<file path="config.mk">
export PLATFORM = sky130hd
export DESIGN_NAME = uart_tx_framer
export DESIGN_NICKNAME = d
export VERILOG_FILES = /design/src/rtl/uart_tx_pkg.sv /design/src/rtl/utx_frame_plan.sv /design/src/rtl/utx_bit_timer.sv /design/src/rtl/utx_sequencer.sv /design/src/rtl/uart_tx_framer.sv
export SDC_FILE = /design/constraint.sdc
export NUM_CORES = 1
export LEC_CHECK = 0
export BUFFER_PORTS_ARGS = -buffer_cell sky130_fd_sc_hd__buf_2
export CORE_AREA = 2 2 84 86
export CTS_CLUSTER_DIAMETER = 200
export CTS_CLUSTER_SIZE = 25
export DETAILED_ROUTE_END_ITERATION = 10
export DIE_AREA = 0 0 86 88
export SYNTH_ARGS = -nofsm -noshare
export SYNTH_HDL_FRONTEND = slang
export SYNTH_HIERARCHICAL = 1
export SYNTH_SLANG_ARGS = --single-unit
</file>
<file path="constraint.sdc">
create_clock -name clk -period 3.3 [get_ports clk]
set_clock_uncertainty 0.15 [all_clocks]
set_input_delay 0.66 -clock clk [delete_from_list [all_inputs] [get_ports clk]]
set_output_delay 0.66 -clock clk [all_outputs]
set_load 0.02 [all_outputs]
</file>
<file path="src/rtl/uart_tx_pkg.sv">
package uart_tx_pkg;

   typedef enum logic [2:0] {
      PH_IDLE  = 3'd0,
      PH_START = 3'd1,
      PH_DATA  = 3'd2,
      PH_PAR   = 3'd3,
      PH_STOP  = 3'd4
   } tx_phase_t;

   typedef struct packed {
      logic       brk;
      logic [2:0] par;
      logic       stop_long;
      logic [1:0] len;
   } line_cfg_t;

   localparam int CTL_W = 7;

endpackage

</file>
<file path="src/rtl/utx_frame_plan.sv">
module utx_frame_plan
   import uart_tx_pkg::*;
#(
   parameter int DATA_W     = 8,
   parameter int OS_RATE    = 16,
   parameter bit NINE_SUPPORT = 1'b1,
   localparam int NB_W      = $clog2(DATA_W + 2),
   localparam int TW        = $clog2(2 * OS_RATE + 1)
) (
   input  logic              clk,
   input  logic              rst_n,
   input  line_cfg_t         cfg,
   input  logic              nine_req,
   input  logic [DATA_W-1:0] data,
   input  logic              bit9,
   output logic [NB_W-1:0]   nbits,
   output logic              par_en,
   output logic              par_val,
   output logic [TW-1:0]     stop_ticks,
   output logic [DATA_W:0]   word
);

   logic              nine;
   logic [DATA_W-1:0] mask;
   logic              ones_odd;

   generate
      if (NINE_SUPPORT) begin : g_nine
         assign nine = nine_req;
      end else begin : g_no_nine
         assign nine = 1'b0;
      end
   endgenerate

   assign mask     = {DATA_W{1'b1}} >> (2'd3 - cfg.len);
   assign ones_odd = ^(data & mask);
   assign word     = {nine & bit9, nine ? data : (data & mask)};

   always_comb begin
      if (nine) nbits = NB_W'(DATA_W + 1);
      else      nbits = NB_W'(DATA_W - 3) + NB_W'(cfg.len);
   end

   always_comb begin
      par_en  = cfg.par[0] & ~nine;
      par_val = 1'b0;
      if (cfg.par[2]) par_val = ~cfg.par[1];
      else            par_val = cfg.par[1] ? ones_odd : ~ones_odd;
   end

   always_comb begin
      if (!cfg.stop_long)                 stop_ticks = TW'(OS_RATE);
      else if (!nine && cfg.len == 2'b00) stop_ticks = TW'(OS_RATE + OS_RATE / 2);
      else                                stop_ticks = TW'(2 * OS_RATE);
   end

   AST_NINE_NO_PARITY: assert property (@(posedge clk) disable iff (!rst_n)
      nine |-> !par_en && nbits == NB_W'(DATA_W + 1));
   AST_STOP_LEGAL: assert property (@(posedge clk) disable iff (!rst_n)
      stop_ticks == TW'(OS_RATE) || stop_ticks == TW'(OS_RATE + OS_RATE / 2)
      || stop_ticks == TW'(2 * OS_RATE));
   AST_LEN_RANGE: assert property (@(posedge clk) disable iff (!rst_n)
      nbits >= NB_W'(DATA_W - 3) && nbits <= NB_W'(DATA_W + 1));

endmodule

</file>
<file path="src/rtl/utx_bit_timer.sv">
module utx_bit_timer #(
   parameter int OS_RATE = 16,
   localparam int TW     = $clog2(2 * OS_RATE + 1)
) (
   input  logic          clk,
   input  logic          rst_n,
   input  logic          run,
   input  logic          os_tick,
   input  logic [TW-1:0] phase_len,
   output logic          phase_done
);

   logic [TW-1:0] cnt;

   assign phase_done = run && os_tick && (cnt == phase_len - TW'(1));

   always_ff @(posedge clk) begin
      if (!rst_n)                cnt <= '0;
      else if (!run || phase_done) cnt <= '0;
      else if (os_tick)           cnt <= cnt + TW'(1);
   end

   AST_CNT_BOUND: assert property (@(posedge clk) disable iff (!rst_n)
      cnt < phase_len);
   AST_NO_TICK_HOLD: assert property (@(posedge clk) disable iff (!rst_n)
      run && !os_tick |=> cnt == $past(cnt) || !$past(run));

endmodule

</file>
<file path="src/rtl/utx_sequencer.sv">
module utx_sequencer
   import uart_tx_pkg::*;
#(
   parameter int DATA_W  = 8,
   parameter int OS_RATE = 16,
   localparam int NB_W   = $clog2(DATA_W + 2),
   localparam int TW     = $clog2(2 * OS_RATE + 1)
) (
   input  logic            clk,
   input  logic            rst_n,
   input  logic            req_valid,
   input  logic [DATA_W:0] req_word,
   input  logic [NB_W-1:0] req_nbits,
   input  logic            req_par_en,
   input  logic            req_par_val,
   input  logic [TW-1:0]   req_stop,
   input  logic            phase_done,
   output logic            run,
   output logic [TW-1:0]   phase_len,
   output logic            accept,
   output logic            idle,
   output logic            line_raw
);

   tx_phase_t       ph;
   logic [DATA_W:0] sr;
   logic [NB_W-1:0] idx;
   logic [NB_W-1:0] nb;
   logic            pe;
   logic            pv;
   logic [TW-1:0]   st;

   assign idle      = (ph == PH_IDLE);
   assign accept    = idle && req_valid;
   assign run       = !idle;
   assign phase_len = (ph == PH_STOP) ? st : TW'(OS_RATE);

   always_comb begin
      unique case (ph)
         PH_START: line_raw = 1'b0;
         PH_DATA:  line_raw = sr[0];
         PH_PAR:   line_raw = pv;
         default:  line_raw = 1'b1;
      endcase
   end

   always_ff @(posedge clk) begin
      if (!rst_n) begin
         ph  <= PH_IDLE;
         sr  <= '0;
         idx <= '0;
         nb  <= '0;
         pe  <= 1'b0;
         pv  <= 1'b0;
         st  <= '0;
      end else begin
         unique case (ph)
            PH_IDLE: if (req_valid) begin
               ph  <= PH_START;
               sr  <= req_word;
               idx <= '0;
               nb  <= req_nbits;
               pe  <= req_par_en;
               pv  <= req_par_val;
               st  <= req_stop;
            end
            PH_START: if (phase_done) ph <= PH_DATA;
            PH_DATA: if (phase_done) begin
               sr <= sr >> 1;
               if (idx == nb - NB_W'(1)) ph <= pe ? PH_PAR : PH_STOP;
               else                      idx <= idx + NB_W'(1);
            end
            PH_PAR:  if (phase_done) ph <= PH_STOP;
            PH_STOP: if (phase_done) ph <= PH_IDLE;
            default: ph <= PH_IDLE;
         endcase
      end
   end

   AST_ACCEPT_STARTS: assert property (@(posedge clk) disable iff (!rst_n)
      accept |=> ph == PH_START && !idle);
   AST_BUSY_HOLDS: assert property (@(posedge clk) disable iff (!rst_n)
      run && !phase_done |=> $stable(ph) && $stable(sr) && $stable(st));
   AST_DATA_INDEX: assert property (@(posedge clk) disable iff (!rst_n)
      ph == PH_DATA |-> idx < nb);
   AST_NO_PAR_SKIP: assert property (@(posedge clk) disable iff (!rst_n)
      ph == PH_PAR |-> pe);

endmodule

</file>
<file path="src/rtl/uart_tx_framer.sv">
module uart_tx_framer
   import uart_tx_pkg::*;
#(
   parameter int DATA_W       = 8,
   parameter int OS_RATE      = 16,
   parameter bit NINE_SUPPORT = 1'b1,
   localparam int NB_W        = $clog2(DATA_W + 2),
   localparam int TW          = $clog2(2 * OS_RATE + 1)
) (
   input  logic              clk,
   input  logic              rst_n,
   input  logic [DATA_W-1:0] tx_data,
   input  logic              tx_bit9,
   input  logic              tx_valid,
   output logic              tx_ready,
   input  logic              os_tick,
   input  logic [CTL_W-1:0]  line_ctl,
   input  logic              nine_mode,
   output logic              ser_out,
   output logic              tx_empty
);

   generate
      if (DATA_W < 5)                    begin : g_bad_w   $error("DATA_W below 5"); end
      if (OS_RATE < 2 || OS_RATE % 2 != 0) begin : g_bad_os $error("OS_RATE must be even and at least 2"); end
   endgenerate

   line_cfg_t       cfg;
   logic [NB_W-1:0] p_nbits;
   logic            p_par_en;
   logic            p_par_val;
   logic [TW-1:0]   p_stop;
   logic [DATA_W:0] p_word;
   logic            run;
   logic [TW-1:0]   phase_len;
   logic            phase_done;
   logic            accept;
   logic            idle;
   logic            line_raw;

   assign cfg = line_cfg_t'(line_ctl);

   utx_frame_plan #(.DATA_W(DATA_W), .OS_RATE(OS_RATE), .NINE_SUPPORT(NINE_SUPPORT)) u_plan (
      .clk(clk), .rst_n(rst_n), .cfg(cfg), .nine_req(nine_mode), .data(tx_data),
      .bit9(tx_bit9), .nbits(p_nbits), .par_en(p_par_en), .par_val(p_par_val),
      .stop_ticks(p_stop), .word(p_word)
   );

   utx_bit_timer #(.OS_RATE(OS_RATE)) u_timer (
      .clk(clk), .rst_n(rst_n), .run(run), .os_tick(os_tick),
      .phase_len(phase_len), .phase_done(phase_done)
   );

   utx_sequencer #(.DATA_W(DATA_W), .OS_RATE(OS_RATE)) u_seq (
      .clk(clk), .rst_n(rst_n), .req_valid(tx_valid), .req_word(p_word),
      .req_nbits(p_nbits), .req_par_en(p_par_en), .req_par_val(p_par_val),
      .req_stop(p_stop), .phase_done(phase_done), .run(run), .phase_len(phase_len),
      .accept(accept), .idle(idle), .line_raw(line_raw)
   );

   assign tx_ready = idle;
   assign tx_empty = idle && !tx_valid;
   assign ser_out  = line_raw && !cfg.brk;

   AST_IDLE_MARK: assert property (@(posedge clk) disable iff (!rst_n)
      idle && !cfg.brk |-> line_raw);
   AST_DONE_RELEASES: assert property (@(posedge clk) disable iff (!rst_n)
      $rose(idle) |-> $past(phase_done) && $past(line_raw));
   AST_ONE_ACCEPT: assert property (@(posedge clk) disable iff (!rst_n)
      accept |=> !tx_ready);

endmodule

</file>
==> results of run 1 <==
-- cells in the mapped netlist, types with 2 or more instances --
master,instances
nand3_1,4
buf_2,3
nor3_2,2
mux2_2,2
a21boi_1,11
a21boi_0,5
nor2b_4,3
nor2b_1,3
nor2_1,5
buf_4,11
a211oi_1,6
a21oi_1,2
nand2_1,47
ha_1,7
dfxtp_1,34
nand4_1,3
nand2b_1,3
clkbuf_1,5
inv_1,10
inv_2,2
nand3b_1,2
xor2_1,7
o21ai_0,2
or2_2,2
o211a_1,8
and3_1,7
mux2i_1,10
and2_1,7
xnor2_1,18
nor2_2,3
o31ai_1,2
-- worst max path at each step --
stage	depth (start not counted)	from	slack (ns)	to
floorplan	15	u_seq/ph[1]	0.07	u_seq/sr[3]
global placement	13	u_seq/ph[0]	0.36	u_seq/idx[2]
detailed placement	13	u_seq/ph[0]	0.26	u_seq/idx[2]
CTS	13	u_seq/ph[0]	0.23	u_seq/idx[2]
global route	12	u_seq/ph[2]	0.0009	u_seq/idx[2]
finish	13	u_seq/ph[0]	0.24	u_seq/idx[2]
-- final cells by class --
type                            count  area [sq um]
Clock buffer                        7          76.3
Inverter                           12          45.0
Timing Repair Buffer               29           160
Tap cell                           80           100
Fill cell                         682          4180
Multi-Input combinational cell    190          1380
Clock inverter                      1          30.0
Sequential cell                    34           681
-- cells in the final DEF, fill, tap and decap left out, drive strengths merged, types with 4 or more instances in the layout --
cell type and n:
xor2 7, o211a 8, buf 29, nand3 4, dfxtp 34, ha 7
and3 7, nor2 8, inv 12, and2 7, xnor2 19, clkbuf 7
a21boi 16, nand2 48, mux2i 10, a211oi 6, nor2b 6
-- registers in the layout, summed over array words and instances (netlist names) --
name	flops
u_seq/idx	4
u_seq/nb	4
u_seq/pe	1
u_seq/ph	3
u_seq/pv	1
u_seq/sr	9
u_seq/st	6
u_timer/cnt	6
-- layer usage --
layer | wire length [um] | vias to the layer above | global-route usage
met4 | 71 | 0 | 0.0476
met3 | 180 | 7 | 0.0302
met1 | 2150 | 780 | 0.163
li1 | - | 870 | -
met5 | 0 | - | 0
met2 | 1850 | 35 | 0.192
-- power by group through the flow --
stage / Sequential, mW / Combinational, mW / Clock, mW
CTS: 0.450 / 0.181 / 0.391
floorplan: 0.456 / 0.143 / 0
global placement: 0.459 / 0.177 / 0
detailed placement: 0.459 / 0.181 / 0
finish: 0.450 / 0.179 / 0.378
global route: 0.452 / 0.201 / 0.412
-- per-stage QoR --
step | hold WS (ns) | setup WS, ns | power (mW) | util
after detailed placement | 0.297 | 0.264 | 0.640 | 0.356
after global routing | 0.315 | 0.000878 | 1.07 | 0.372
after global placement | 0.289 | 0.357 | 0.636 | 0.356
after CTS | 0.307 | 0.234 | 1.02 | 0.372
final | 0.305 | 0.243 | 1.01 | 0.372
after floorplan | 0.280 | 0.0678 | 0.600 | -
-- tightest hold or removal path, cell delays in order (launching register included) --
cell and delay [ns]:
dfxtp_1 0.31, nand2_1 0.05, a21boi_1 0.05
-- kinds of logic after synthesis --
| logic type | Yosys count | share of synthesized area |
|---|---|---|
| simple gates | 98 | 0.242 |
| compound gates | 42 | 0.153 |
| flops | 34 | 0.308 |
| buf+inv | 31 | 0.0730 |
| xor+xnor | 28 | 0.127 |
| mux | 12 | 0.0555 |
| fa+ha+maj | 7 | 0.0396 |
| other cells | 1 | 0.00170 |
==> results.md, run 1 <==
- Hold Startpoint: u_seq/st[2]
- Reg2reg setup slack: 0.24 ns
- Final Wtd Congestion: 0.796
- DP Cell Count: 345
- Synthesized area per cell: 8.74 sq um
- Sequential cell area fraction in the yosys report: 0.308
- Final worst-path cycle share: 0.926
- Final instance area: 2470 sq um
- Finish-stage setup viols: 0
- # port buffers: 23
- Top_reg_cell synth: dfxtp_1
- CP Buf/Inv Count: 1
- RR Endpoint: u_seq/idx[2]
- Top Ports: 24
- Fin cells: 353
- Arrival @ worst endpoint: 3.08 ns
- PwrDens: 408 nW/um^2
- Clk sink count: 34
- Measured slew at the worst slew-check pin: 0.537 ns
- Number of flops mapped to enable cells by yosys: 0
- Post-CTS sizing: 0
- Root Driver: clkbuf_8
- HP Class: reg2reg
- Initial antenna violation count: 0
- Die X: 86 um
- Synth Register Bits: 34
- Die area: 7570 sq um
- Post-DR wirelength/cell: 12.0 um
- CP required: 3.32 ns
- Reg-to-reg startpoint: u_seq/ph[0]
- Total GRT Usage: 0.123
- Final HPWL DP: 3140 um
- CP max FO: 8
- CP endpoint kind: flop
- Clock network power share: 0.375
- # nets final: 300
- Row count: 30
- Max-slew headroom: 0.642
- Static Leak: 1.06 nW
- Slowest cell on the critical path: dfxtp_1
- Synthesis warning total: 6
- Net switching power: 0.263 mW
- Hold-fix buffers, CTS: 0
- Hold Path Sink: u_seq/st[2]
- Num CTS Buffers: 5
- DR iter-0 viols: 91
- Core area: 6640 sq um
- Largest net degree at the start of global routing: 30
- Drt pass-1 iters: 4
- Layout cells sized above 1: 0.205
- Skew-Pair Late Insertion Delay: 0.29 ns
- R2R depth: 13
- Startpoint types: flop
- Largest delay contributor family on the critical path: simple AND/OR/NAND/NOR gates
- Routed WL: 4250 um
- Asr flop ratio synth: 0
- Synth top area share: 0.308
- Seq pwr share: 0.447
- Synth cell types: 48
- # DRC: 0
- Synth area leaders: dfxtp_1 31%, nand2_1 8.0%, xnor2_1 7.1%
- # Post-CTS Setup Buffers: 0
- Combinational power share: 0.178
- Slowest cell delay on critical path: 0.32 ns
- N_diodes: 0
- Number of global-route vias before repair: 1,597
- Status: finished clean
- Setup TNS: 0 ns
- ANT nets after route: 0
- Vias per cell: 4.79
- H-tree lvl count: 2
- Initial core utilization: 0.333
- Post-synthesis cell area: 2210 sq um
- Layout area overhead: 11.7%
- Cell Chain, Critical Path: nor2_2 > and3_1 > inv_1 > ha_1 > xor2_1 > nand4_1 > nor4_4 > and2_1 > mux2_2 > nand2_1 > a31oi_4 > a21oi_1 > a31o_2
- Max Slew Vio Count: 0
- Minimum clock period: 3.06 ns
- Global-route wire length before repair: 7340 um
- Critical path class: reg2reg
- Sw Ratio: 0.261
- RSZ-0062 raised after global routing: no
- GR Overflow Total: 0
- CTS tree: yes
- Die Ht: 88 um
- IR drop worst, VDD: 0.000167 V
- Int Power: 0.744 mW
- Final Hold Fails: 0
- Routed vias: 1,692
- Max-cap violations: 0
- Cell taking the most area after synthesis: dfxtp_1
- Max clock buf depth: 2
- Reg clk slew, reported paths: 0.08 ns
- Post-Place Cell Area: 2360 sq um
- Post-synthesis instance total: 253
- Hold-critical path depth: 2
- Max Clk Rate: 327 MHz
Power figures use the tool's default switching activity.
==> run 2: changes to the inputs <==
--- a/config.mk
+++ b/config.mk
@@ -6,11 +6,11 @@
 export NUM_CORES = 1
 export LEC_CHECK = 0
 export BUFFER_PORTS_ARGS = -buffer_cell sky130_fd_sc_hd__buf_2
-export CORE_AREA = 2 2 84 86
+export CORE_AREA = 2 2 108 68
 export CTS_CLUSTER_DIAMETER = 200
 export CTS_CLUSTER_SIZE = 25
 export DETAILED_ROUTE_END_ITERATION = 10
-export DIE_AREA = 0 0 86 88
+export DIE_AREA = 0 0 110 70
 export SYNTH_ARGS = -nofsm -noshare
 export SYNTH_HDL_FRONTEND = slang
 export SYNTH_HIERARCHICAL = 1
==> run 2 against run 1 <==
Total power down 3.9%. Clock power down 11%. Worst setup slack better by 0.020 ns. Final area grew 0.20%. Count of clock-buffer cells in the layout decreased by 1. Sequential share of layout area down 0.056 points. Critical endpoint unchanged. Largest power group unchanged. Highest routed layer unchanged.
==> results.md, run 2 (synthesis results as in run 1) <==
- Setup TNS: 0 ns
- Minimum clock period: 3.04 ns
- Die X: 110 um
- Largest register FFs: 9
- Largest registers: u_seq/sr (9), u_seq/st (6), u_timer/cnt (6)
- Die Ht: 70 um
- Critical path class: reg2reg
- Skew-Pair Late Insertion Delay: 0.30 ns
- Layout cells sized above 1: 0.220
- ANT nets after route: 0
- GR Overflow Total: 0
- Largest Register: u_seq/sr
- H-tree lvl count: 2
- HP Class: reg2reg
- Reg-to-reg startpoint: u_seq/ph[0]
- Layout Utilization: 0.360
- R2R depth: 13
- # nets final: 300
- Max-slew headroom: 0.652
- Core area: 6880 sq um
- Largest net degree at the start of global routing: 30
- Top Ports: 24
- Filler Cell Count: 716
- Vias per cell: 4.58
- Final Wtd Congestion: 0.770
- Drt pass-1 iters: 4
- Measured slew at the worst slew-check pin: 0.522 ns
- Max Clk Rate: 329 MHz
- Reg clk slew, reported paths: 0.07 ns
- # Post-CTS Setup Buffers: 0
- Final Hold Fails: 0
- Finish-stage setup viols: 0
- Most common cell after layout, fill and taps aside: nand2_1
- Commonest cells after routing, fill and taps aside: 47 x nand2_1, 34 x dfxtp_1, 23 x buf_2, 18 x xnor2_1, 11 x a21boi_1
- Root Driver: clkbuf_8
- CP endpoint kind: flop
- Number of global-route vias before repair: 1,627
- Max-cap violations: 0
- Clk sink count: 34
- IR drop worst, VDD: 0.000143 V
- Routed vias: 1,668
- Crit path to: u_seq/idx[2]
- RR Endpoint: u_seq/idx[2]
- Max Slew Vio Count: 0
- Arrival @ worst endpoint: 3.08 ns
- Final HPWL DP: 3320 um
- CP max FO: 6
- Startpoint types: flop
- Die area: 7700 sq um
- Hold-fix buffers, CTS: 0
- Global-route wire length before repair: 7660 um
- Num CTS Buffers: 5
- Row count: 24
- Initial antenna violation count: 0
- Post-DR wirelength/cell: 12.2 um
- Layout area overhead: 11.9%
- PwrDens: 391 nW/um^2
- N_diodes: 0
- CTS tree: yes
- Max clock buf depth: 2
- Status: finished clean
- RSZ-0062 raised after global routing: no
- Static Leak: 1.06 nW
- CP required: 3.34 ns
- Post-CTS sizing: 0
- # port buffers: 23
- Final worst-path cycle share: 0.920
- Routed WL: 4450 um
- Crit path from: u_seq/ph[0]
- Total GRT Usage: 0.130
- Initial core utilization: 0.322
- DR iter-0 viols: 56
- Reg2reg setup slack: 0.26 ns
- # DRC: 0
-- run 2: cell count changes in the layout (fill, tap and decap cells not counted), sizes merged --
cell / delta
bufinv: -1
clkbuf: -1
clkinvlp: +1
clkinv: +1
-- run 2: worst max-delay path, cell delays in order, from the launching register on --
cell	delay, ns
dfxtp_1	0.32
nor2_2	0.14
and3_1	0.25
inv_1	0.06
ha_1	0.30
xor2_1	0.14
nand4_1	0.17
nor4_4	0.31
and2_2	0.23
mux2_2	0.17
nand2_1	0.12
a31oi_4	0.27
a21oi_1	0.10
a31o_2	0.21
-- run 2: stage by stage --
step	cells	hold slack, ns	worst slack [ns]	cell area (sq um)	total power, mW
2_1_floorplan	255	0.280	0.0678	2220	0.600
3_3_place_gp	356	0.294	0.306	2380	0.638
3_5_place_dp	356	0.293	0.232	2380	0.642
4_1_cts	364	0.304	0.193	2470	0.979
5_1_grt	364	0.341	0.0315	2470	1.02
6_report	364	0.300	0.262	2470	0.968
-- run 2: report_power, final --
group	internal, mW	switching (mW)
combinational	0.0840	0.0975
sequential	0.434	0.0158
clock	0.168	0.168
-- run 2: final cells by class --
cell class	count	area, sq um	area share
multi-input combinational	190	1380	0.557
sequential	34	681	0.275
timing repair buffer	29	160	0.0647
tap	91	114	0.0460
clock buffer	6	82.6	0.0334
inverter	12	45.0	0.0182
clock inverter	2	12.5	0.00506
-- run 2: worst min path at each step --
stage | start | endpoint | cells past startpoint
final | u_seq/st[4] | u_seq/st[4] | 2
after global routing | u_seq/st[2] | u_seq/st[2] | 2
after CTS | u_seq/st[4] | u_seq/st[4] | 2
after detailed placement | u_seq/st[4] | u_seq/st[4] | 2
after global placement | u_seq/st[4] | u_seq/st[4] | 2
after floorplan | u_seq/st[4] | u_seq/st[4] | 2
-- run 2: layer usage --
layer / share of wire / routed length [um] / global-route usage
met5: 0 / 0 / 0
met4: 0.014 / 62 / 0.0549
met3: 0.046 / 204 / 0.0373
met2: 0.37 / 1630 / 0.167
met1: 0.57 / 2550 / 0.196
